===== config.mk =====
export PLATFORM = sky130hd
export DESIGN_NAME = spi_host_ctrl
export DESIGN_NICKNAME = d
export VERILOG_FILES = /design/src/rtl/spi_host_pkg.sv /design/src/rtl/spi_div_decode.sv /design/src/rtl/spi_bit_engine.sv /design/src/rtl/spi_rx_hold.sv /design/src/rtl/spi_host_ctrl.sv
export SDC_FILE = /design/constraint.sdc
export NUM_CORES = 1
export LEC_CHECK = 0
export BUFFER_PORTS_ARGS = -buffer_cell sky130_fd_sc_hd__buf_2
export CORE_ASPECT_RATIO = 0.8
export CORE_MARGIN = 5
export CORE_UTILIZATION = 30
export CTS_BUF_LIST = sky130_fd_sc_hd__clkbuf_4 sky130_fd_sc_hd__clkbuf_8
export DETAILED_ROUTE_END_ITERATION = 12
export GPL_ROUTABILITY_DRIVEN = 1
export REMOVE_ABC_BUFFERS = 1
export SYNTH_ARGS = -nofsm -noshare
export SYNTH_HDL_FRONTEND = slang
export SYNTH_SLANG_ARGS = --single-unit
export TNS_END_PERCENT = 5

===== constraint.sdc =====
create_clock -name clk -period 5 [get_ports clk]
set_clock_uncertainty 0.2 [all_clocks]
set_input_delay 0.25 -clock clk [delete_from_list [all_inputs] [get_ports clk]]
set_output_delay 0.25 -clock clk [all_outputs]
set_load 0.005 [all_outputs]

===== src/rtl/spi_host_pkg.sv =====
package spi_host_pkg;

    localparam int unsigned REG_W = 8;

    // register offsets
    localparam logic [2:0] OFF_CTRL   = 3'd0;
    localparam logic [2:0] OFF_STAT   = 3'd1;
    localparam logic [2:0] OFF_DATA   = 3'd2;
    localparam logic [2:0] OFF_EXT    = 3'd3;
    localparam logic [2:0] OFF_PARAM  = 3'd4;
    localparam logic [2:0] OFF_SOFTCS = 3'd5;
    localparam logic [2:0] OFF_TIMING = 3'd6;

    // control bit positions
    localparam int unsigned CTRL_IE   = 7;
    localparam int unsigned CTRL_EN   = 6;
    localparam int unsigned CTRL_MSTR = 4;
    localparam int unsigned CTRL_CPOL = 3;
    localparam int unsigned CTRL_CPHA = 2;

    // status bit positions
    localparam int unsigned STAT_DONE = 7;
    localparam int unsigned STAT_WCOL = 6;
    localparam int unsigned STAT_MODF = 4;
    localparam int unsigned STAT_TXE  = 2;
    localparam int unsigned STAT_RXE  = 0;

    localparam logic [REG_W-1:0] CTRL_RST = 8'h51;

    typedef enum logic [1:0] {
        ST_IDLE   = 2'd0,
        ST_RUN    = 2'd1,
        ST_COMMIT = 2'd2
    } xfer_state_t;

endpackage


===== src/rtl/spi_div_decode.sv =====
// Maps the 4-bit divider code to an SCLK half-period in system clocks.
module spi_div_decode #(
    parameter int CODE_W = 4,
    parameter int HALF_W = 12
) (
    input  logic [CODE_W-1:0] code,
    output logic [HALF_W-1:0] half_period
);
    localparam logic [CODE_W-1:0] CLAMP_CODE = CODE_W'(11);

    logic [CODE_W-1:0] log2_div;

    always_comb begin
        case (code)
            CODE_W'(0): log2_div = CODE_W'(1);
            CODE_W'(1): log2_div = CODE_W'(2);
            CODE_W'(2): log2_div = CODE_W'(4);
            CODE_W'(3): log2_div = CODE_W'(5);
            CODE_W'(4): log2_div = CODE_W'(3);
            default:    log2_div = (code >= CLAMP_CODE) ? CODE_W'(HALF_W)
                                                        : code + CODE_W'(1);
        endcase
        half_period = HALF_W'(1) << (log2_div - CODE_W'(1));
    end
endmodule


===== src/rtl/spi_bit_engine.sv =====
// Serial engine: edge generation, shifting and sampling for one byte.
module spi_bit_engine
    import spi_host_pkg::*;
#(
    parameter int DATA_W = 8,
    parameter int HALF_W = 12
) (
    input  logic              clk,
    input  logic              rst_n,
    input  logic              start,
    input  logic              abort,
    input  logic              cpol,
    input  logic              cpha,
    input  logic [DATA_W-1:0] tx_byte,
    input  logic [HALF_W-1:0] half_period,
    input  logic              miso,
    output logic              busy,
    output logic              done,
    output logic              sclk,
    output logic              mosi,
    output logic [DATA_W-1:0] rx_byte
);
    localparam int EDGE_W = $clog2(2 * DATA_W);
    localparam logic [EDGE_W-1:0] LAST_EDGE = EDGE_W'(2 * DATA_W - 1);

    xfer_state_t       state_q;
    logic [HALF_W-1:0] hcnt_q;
    logic [EDGE_W-1:0] edge_q;
    logic [DATA_W-1:0] tx_sh_q;
    logic [DATA_W-1:0] rx_sh_q;
    logic              sclk_q;

    logic tick;
    logic sample_edge;
    logic first_edge;

    assign tick        = (hcnt_q == half_period - HALF_W'(1));
    assign sample_edge = (edge_q[0] == cpha);
    assign first_edge  = (edge_q == '0);

    // state register and datapath
    always_ff @(posedge clk) begin
        if (!rst_n) begin
            state_q <= ST_IDLE;
            hcnt_q  <= '0;
            edge_q  <= '0;
            tx_sh_q <= '0;
            rx_sh_q <= '0;
            sclk_q  <= 1'b0;
        end else if (abort) begin
            state_q <= ST_IDLE;
            hcnt_q  <= '0;
            sclk_q  <= cpol;
        end else begin
            unique case (state_q)
                ST_IDLE: begin
                    sclk_q <= cpol;
                    if (start) begin
                        tx_sh_q <= tx_byte;
                        rx_sh_q <= '0;
                        hcnt_q  <= '0;
                        edge_q  <= '0;
                        state_q <= ST_RUN;
                    end
                end
                ST_RUN: begin
                    if (tick) begin
                        hcnt_q <= '0;
                        sclk_q <= ~sclk_q;
                        edge_q <= edge_q + EDGE_W'(1);
                        if (sample_edge) begin
                            rx_sh_q <= {rx_sh_q[DATA_W-2:0], miso};
                        end else if (!(cpha && first_edge)) begin
                            tx_sh_q <= {tx_sh_q[DATA_W-2:0], 1'b0};
                        end
                        if (edge_q == LAST_EDGE) begin
                            state_q <= ST_COMMIT;
                        end
                    end else begin
                        hcnt_q <= hcnt_q + HALF_W'(1);
                    end
                end
                ST_COMMIT: state_q <= ST_IDLE;
                default:   state_q <= ST_IDLE;
            endcase
        end
    end

    // outputs
    always_comb begin
        busy    = (state_q != ST_IDLE);
        done    = (state_q == ST_COMMIT);
        sclk    = sclk_q;
        mosi    = tx_sh_q[DATA_W-1];
        rx_byte = rx_sh_q;
    end
endmodule


===== src/rtl/spi_rx_hold.sv =====
// Holding stage behind the shifter: keeps the last received byte.
module spi_rx_hold #(
    parameter int DATA_W = 8
) (
    input  logic              clk,
    input  logic              rst_n,
    input  logic              load,
    input  logic [DATA_W-1:0] load_data,
    input  logic              pop,
    output logic [DATA_W-1:0] hold_data,
    output logic              full
);
    always_ff @(posedge clk) begin
        if (!rst_n) begin
            hold_data <= '0;
            full      <= 1'b0;
        end else if (load) begin
            hold_data <= load_data;
            full      <= 1'b1;
        end else if (pop) begin
            full      <= 1'b0;
        end
    end
endmodule


===== src/rtl/spi_host_ctrl.sv =====
// Register-mapped SPI master: register file, status flags, soft selects.
module spi_host_ctrl
    import spi_host_pkg::*;
#(
    parameter int NUM_CS = 4,   // soft-select register holds 2*NUM_CS bits, at most 8
    parameter int CODE_W = 4,
    parameter int HALF_W = 12
) (
    input  logic              clk,
    input  logic              rst_n,
    input  logic [2:0]        reg_addr,
    input  logic              reg_wr,
    input  logic              reg_rd,
    input  logic [REG_W-1:0]  reg_wdata,
    output logic [REG_W-1:0]  reg_rdata,
    output logic              sclk,
    output logic              mosi,
    input  logic              miso,
    output logic [NUM_CS-1:0] cs_n,
    input  logic              fault_n,
    output logic              irq
);
    localparam int SEL_W  = 2 * NUM_CS;
    localparam int HALF_C = CODE_W / 2;

    logic [REG_W-1:0] ctrl_q;
    logic [REG_W-1:0] ext_q;
    logic [SEL_W-1:0] softcs_q;
    logic             done_q;
    logic             wcol_q;
    logic             modf_q;

    logic              eng_busy;
    logic              eng_done;
    logic [REG_W-1:0]  eng_rx;
    logic [REG_W-1:0]  rx_hold;
    logic              rx_full;
    logic [HALF_W-1:0] half_period;
    logic [CODE_W-1:0] div_code;
    logic [REG_W-1:0]  status_w;

    logic wr_ctrl, wr_stat, wr_data, wr_ext, wr_sel, rd_data;
    logic fault_hit, start;

    assign wr_ctrl = reg_wr && (reg_addr == OFF_CTRL);
    assign wr_stat = reg_wr && (reg_addr == OFF_STAT);
    assign wr_data = reg_wr && (reg_addr == OFF_DATA);
    assign wr_ext  = reg_wr && (reg_addr == OFF_EXT);
    assign wr_sel  = reg_wr && (reg_addr == OFF_SOFTCS);
    assign rd_data = reg_rd && (reg_addr == OFF_DATA);

    assign fault_hit = ctrl_q[CTRL_EN] && ctrl_q[CTRL_MSTR] && !fault_n;
    assign start     = wr_data && ctrl_q[CTRL_EN] && ctrl_q[CTRL_MSTR]
                       && !eng_busy && !fault_hit;
    assign div_code  = {ext_q[HALF_C-1:0], ctrl_q[HALF_C-1:0]};

    spi_div_decode #(.CODE_W(CODE_W), .HALF_W(HALF_W)) div_i (
        .code        (div_code),
        .half_period (half_period)
    );

    spi_bit_engine #(.DATA_W(REG_W), .HALF_W(HALF_W)) eng_i (
        .clk         (clk),
        .rst_n       (rst_n),
        .start       (start),
        .abort       (fault_hit),
        .cpol        (ctrl_q[CTRL_CPOL]),
        .cpha        (ctrl_q[CTRL_CPHA]),
        .tx_byte     (reg_wdata),
        .half_period (half_period),
        .miso        (miso),
        .busy        (eng_busy),
        .done        (eng_done),
        .sclk        (sclk),
        .mosi        (mosi),
        .rx_byte     (eng_rx)
    );

    spi_rx_hold #(.DATA_W(REG_W)) hold_i (
        .clk       (clk),
        .rst_n     (rst_n),
        .load      (eng_done),
        .load_data (eng_rx),
        .pop       (rd_data),
        .hold_data (rx_hold),
        .full      (rx_full)
    );

    // configuration registers and status flags
    always_ff @(posedge clk) begin
        if (!rst_n) begin
            ctrl_q   <= CTRL_RST;
            ext_q    <= '0;
            softcs_q <= '0;
            done_q   <= 1'b0;
            wcol_q   <= 1'b0;
            modf_q   <= 1'b0;
        end else begin
            if (wr_ctrl) ctrl_q <= reg_wdata;
            if (fault_hit) ctrl_q[CTRL_MSTR] <= 1'b0;
            if (wr_ext) ext_q <= reg_wdata;
            if (wr_sel) softcs_q <= reg_wdata[SEL_W-1:0];

            if (eng_done) done_q <= 1'b1;
            else if (wr_stat && reg_wdata[STAT_DONE]) done_q <= 1'b0;

            if (wr_data && eng_busy) wcol_q <= 1'b1;
            else if (wr_stat && reg_wdata[STAT_WCOL]) wcol_q <= 1'b0;

            if (fault_hit) modf_q <= 1'b1;
            else if (wr_stat && reg_wdata[STAT_MODF]) modf_q <= 1'b0;
        end
    end

    always_comb begin
        status_w            = '0;
        status_w[STAT_DONE] = done_q;
        status_w[STAT_WCOL] = wcol_q;
        status_w[STAT_MODF] = modf_q;
        status_w[STAT_TXE]  = !eng_busy;
        status_w[STAT_RXE]  = !rx_full;
    end

    always_comb begin
        case (reg_addr)
            OFF_CTRL:   reg_rdata = ctrl_q;
            OFF_STAT:   reg_rdata = status_w;
            OFF_DATA:   reg_rdata = rx_hold;
            OFF_EXT:    reg_rdata = ext_q;
            OFF_SOFTCS: reg_rdata = REG_W'(softcs_q);
            default:    reg_rdata = '0;
        endcase
    end

    generate
        for (genvar g = 0; g < NUM_CS; g++) begin : g_sel
            assign cs_n[g] = softcs_q[g] ? softcs_q[g + NUM_CS] : 1'b1;
        end
    endgenerate

    assign irq = modf_q || (ctrl_q[CTRL_IE] && done_q);
endmodule


==> results.sh <==
export IMPL_outcome="finished, final reports clean"
export IMPL_nets=590
export IMPL_antenna_found_initial=0
export IMPL_dpl_cell_count=728
export IMPL_cts_tree="done"
export IMPL_max_freq_mhz=211.6
export IMPL_htree_levels=3
export IMPL_worstMarginPinSlew_ns=1.075
export IMPL_startpoint="ctrl_q[0]"
export IMPL_min_period_over_period_pct=94.52
export IMPL_cts_made_buffers=9
export IMPL_diodes=0
export IMPL_r2r_slack_ns=0.27
export IMPL_hpwl_um=8193
export IMPL_drcViolationCount=0
export IMPL_synth_edf_count=0
export IMPL_ioPinCount=32
export IMPL_crit_arrival_ns=4.76
export IMPL_synth_seq_area_share_pct=34.30
export IMPL_multi_input_area_mm2=0.002541
export IMPL_routabilityCongestion=0.8344
export IMPL_yosysTopAreaCellShare_pct=34.30
export IMPL_cpLargestDelayFamily="compound AO/OA/AOI/OAI gates"
export IMPL_reg2reg_depth=14
export IMPL_avgSynthCellArea_um2=7.646
export IMPL_vias=3921
export IMPL_dieArea_mm2=0.01628
export IMPL_p_leak_uw=0.001801
export IMPL_cap_violations=0
export IMPL_slowest_stage="dfxtp_1"
export IMPL_synthesis_instances=542
export IMPL_coreArea_mm2=0.01355
export IMPL_seq_area_mm2=0.001421
export IMPL_wirelength_um=11090
export IMPL_max_stage_delay_ns=0.50
export IMPL_r2r_end="eng_i.tx_sh_q[0]"
export IMPL_worstSetupEndpointType="flip-flop"
export IMPL_n_fill_cell=1401
export IMPL_initialDrtViolationCount=347
export IMPL_setup_tns_ns=0
export IMPL_syn2layout_area_growth_pct=14.01
export IMPL_synth_ff_type="dfxtp_1"
export IMPL_yosysTopAreaCell="dfxtp_1"
export IMPL_ant_nets=0
export IMPL_drive_gt1_share_pct=12.81
export IMPL_crit_end="eng_i.tx_sh_q[0]"
export IMPL_reg2reg_from="ctrl_q[0]"
export IMPL_setup_ws_ns=0.2742
export IMPL_first_pass_iters=5
export IMPL_setup_violations=0
export IMPL_cp_data_required_time_ns=5.03
export IMPL_post_place_ws_ns=0.2893
export IMPL_stdcell_count=750
export IMPL_max_slew_margin_rel_pct=28.09
export IMPL_die_h_um=115.1
export IMPL_io_buffers=31
export IMPL_clock_root_buffer="clkbuf_8"
export IMPL_grt_pass1_wl_um=18240
export IMPL_grt_util_all_layers_pct=13.60
export IMPL_routed_via_density=5.228
export IMPL_fin_util_pct=34.87
export IMPL_drv_slew=0
export IMPL_synthTopCellsByArea="dfxtp_1 (34%), nand2_1 (11%), mux2i_1 (6.8%)"
export IMPL_cts_path_max_buffers=2
export IMPL_crit_chain="inv_1 > ha_1 > or2_1 > a221oi_4 > or2_2 > nand3_1 > ha_1 > xor2_1 > or4_1 > a221oi_2 > o2111ai_2 > or2_1 > o31a_1 > a31o_1"
export IMPL_die_x_um=141.4
export IMPL_critical_path_max_fanout=12
export IMPL_holdWs_ns=0.02148
export IMPL_synth_cell_types=68
export IMPL_hold_path_class="primary input to flip-flop"
export IMPL_clock_sinks=71
export IMPL_synth_area_mm2=0.004144
export IMPL_rows=38
export IMPL_hold_viol=0
export IMPL_grt_pass1_vias=3556
export IMPL_synthArstFlopShare_pct=0
export IMPL_powerDensity_mw_per_mm2=259.5
export IMPL_synth_warnings=0
export IMPL_max_vdd_ir_drop_v=0.0001487
export IMPL_grt_max_degree=29
export IMPL_path_buf_inv=1
export IMPL_start_util_pct=30.58
export IMPL_crit_path_start_kind="flip-flop"
export IMPL_rsz0062_at_grt="no"
export IMPL_ys_ff_latch=71
export IMPL_cp_num_cells=14
export IMPL_critPathKind="flip-flop to flip-flop"
export IMPL_min_period_ns=4.726
export IMPL_clkSlewWorstSetupHoldPaths_ns=0.08
export IMPL_gr_total_overflow=0
export IMPL_clk_latency_ns=0.34
export IMPL_wl_per_cell_um=14.79
==> how the worst min path moves through the flow <==
stage	startpoint	to	slack, ns	cells after the start
after floorplan	rst_n	ctrl_q[6]	0.11	1
after global placement	ext_q[6]	ext_q[6]	0.24	2
after detailed placement	ext_q[2]	ext_q[2]	0.25	2
after CTS	reg_wdata[6]	softcs_q[6]	0.001	3
after global routing	reg_wdata[0]	ext_q[0]	0.02	3
final	reg_wdata[6]	softcs_q[6]	0.02	3
==> cells by family (layout without fill, tap and decap cells) <==
family                     after synthesis  in the layout  synth area share [%]
DFF                                     71             71                 34.30
xor gates and xnor gates                 8              8                 1.691
and+or+nand+nor                        250            250                 28.02
AOI/OAI and AO/OA                      134            134                 22.28
muxes                                   28             28                 6.763
buffers and inverters                   43             71                 4.529
adders and majority gates                8              8                 2.416
==> worst register-to-register path: cells and delay by family, from the launching register on <==
kind,cells,cell delay (ns)
AO/OA/AOI/OAI,5,1.65
adder cells (fa/ha/maj),2,0.62
flip-flops,1,0.50
XOR/XNOR,1,0.22
AND/OR/NAND/NOR,5,1.32
buffers and inverters,1,0.14
==> cell type report <==
| cell class | instances | share of cell area [%] |
|---|---|---|
| clock buffer | 10 | 2.781 |
| inverter | 10 | 0.7945 |
| multi-input combinational | 428 | 53.79 |
| timing repair buffer | 45 | 5.826 |
| sequential | 71 | 30.08 |
| tap | 180 | 4.767 |
| clock inverter | 6 | 1.960 |
==> cell usage in the layout, fill, tap and decap left out, drive strengths merged, types with 3 or more instances in the layout <==
master / n
dlygate4sd3: 6
o211ai: 6
o31ai: 3
xnor2: 4
dfxtp: 71
nand4: 5
nand2b: 9
mux2i: 28
clkbuf: 10
o2111ai: 3
a221oi: 3
nor2: 36
ha: 8
nor4: 4
nand2: 126
a31oi: 3
or3: 3
buf: 39
a22o: 13
nor3: 13
xor2: 4
and3: 7
inv: 11
a21o: 6
nand3: 23
nor3b: 3
o21ai: 29
or2: 5
a21oi: 44
nor2b: 8
==> registers in the layout, indices dropped and copies added (netlist names) <==
| signal | cells |
|---|---|
| eng_i.edge_q | 4 |
| hold_i.hold_data | 8 |
| modf_q | 1 |
| done_q | 1 |
| eng_i.hcnt_q | 12 |
| hold_i.full | 1 |
| eng_i.sclk | 1 |
| eng_i.tx_sh_q | 8 |
| eng_i.rx_byte | 8 |
| eng_i.state_q | 2 |
| wcol_q | 1 |
| softcs_q | 8 |
| ext_q | 8 |
| ctrl_q | 8 |
==> layer usage <==
metal	up-vias	wire length, µm	track usage, %
met5	-	0	0
met2	115	4829	20.60
li1	1958	-	-
met1	1843	5534	19.86
met4	0	88	3.517
met3	5	638	2.661
==> through the flow <==
step | total power (µW) | cell area (µm²)
2_1_floorplan | 665.3 | 3994
3_3_place_gp | 716.8 | 4434
3_5_place_dp | 717.8 | 4434
4_1_cts | 1237 | 4718
5_1_grt | 1279 | 4725
6_report | 1226 | 4725
==> repair_timing <==
item,4_1_cts,5_1_grt
hold endpoints to repair,9,0
setup buffers,0,0
setup endpoints to repair,0,1
hold buffers,6,0
resized for setup,0,1
==> cell usage after synthesis (8+ instances only) <==
| master | instances |
|---|---|
| nor3_1 | 12 |
| nor2_1 | 35 |
| nand2b_1 | 9 |
| o21ai_0 | 29 |
| nand2_1 | 126 |
| ha_1 | 8 |
| a21oi_1 | 44 |
| a22o_1 | 13 |
| inv_1 | 9 |
| nor2b_1 | 8 |
| dfxtp_1 | 71 |
| nand3_1 | 23 |
| mux2i_1 | 28 |
| clkbuf_1 | 21 |
==> report_power, final <==
| part | leakage (µW) | switching, µW | internal (µW) |
|---|---|---|---|
| Clock | 0.000107 | 226 | 290 |
| Sequential | 0.000573 | 6.89 | 572 |
| Combinational | 0.00112 | 83.1 | 48.5 |
Power figures use the tool's default switching activity.
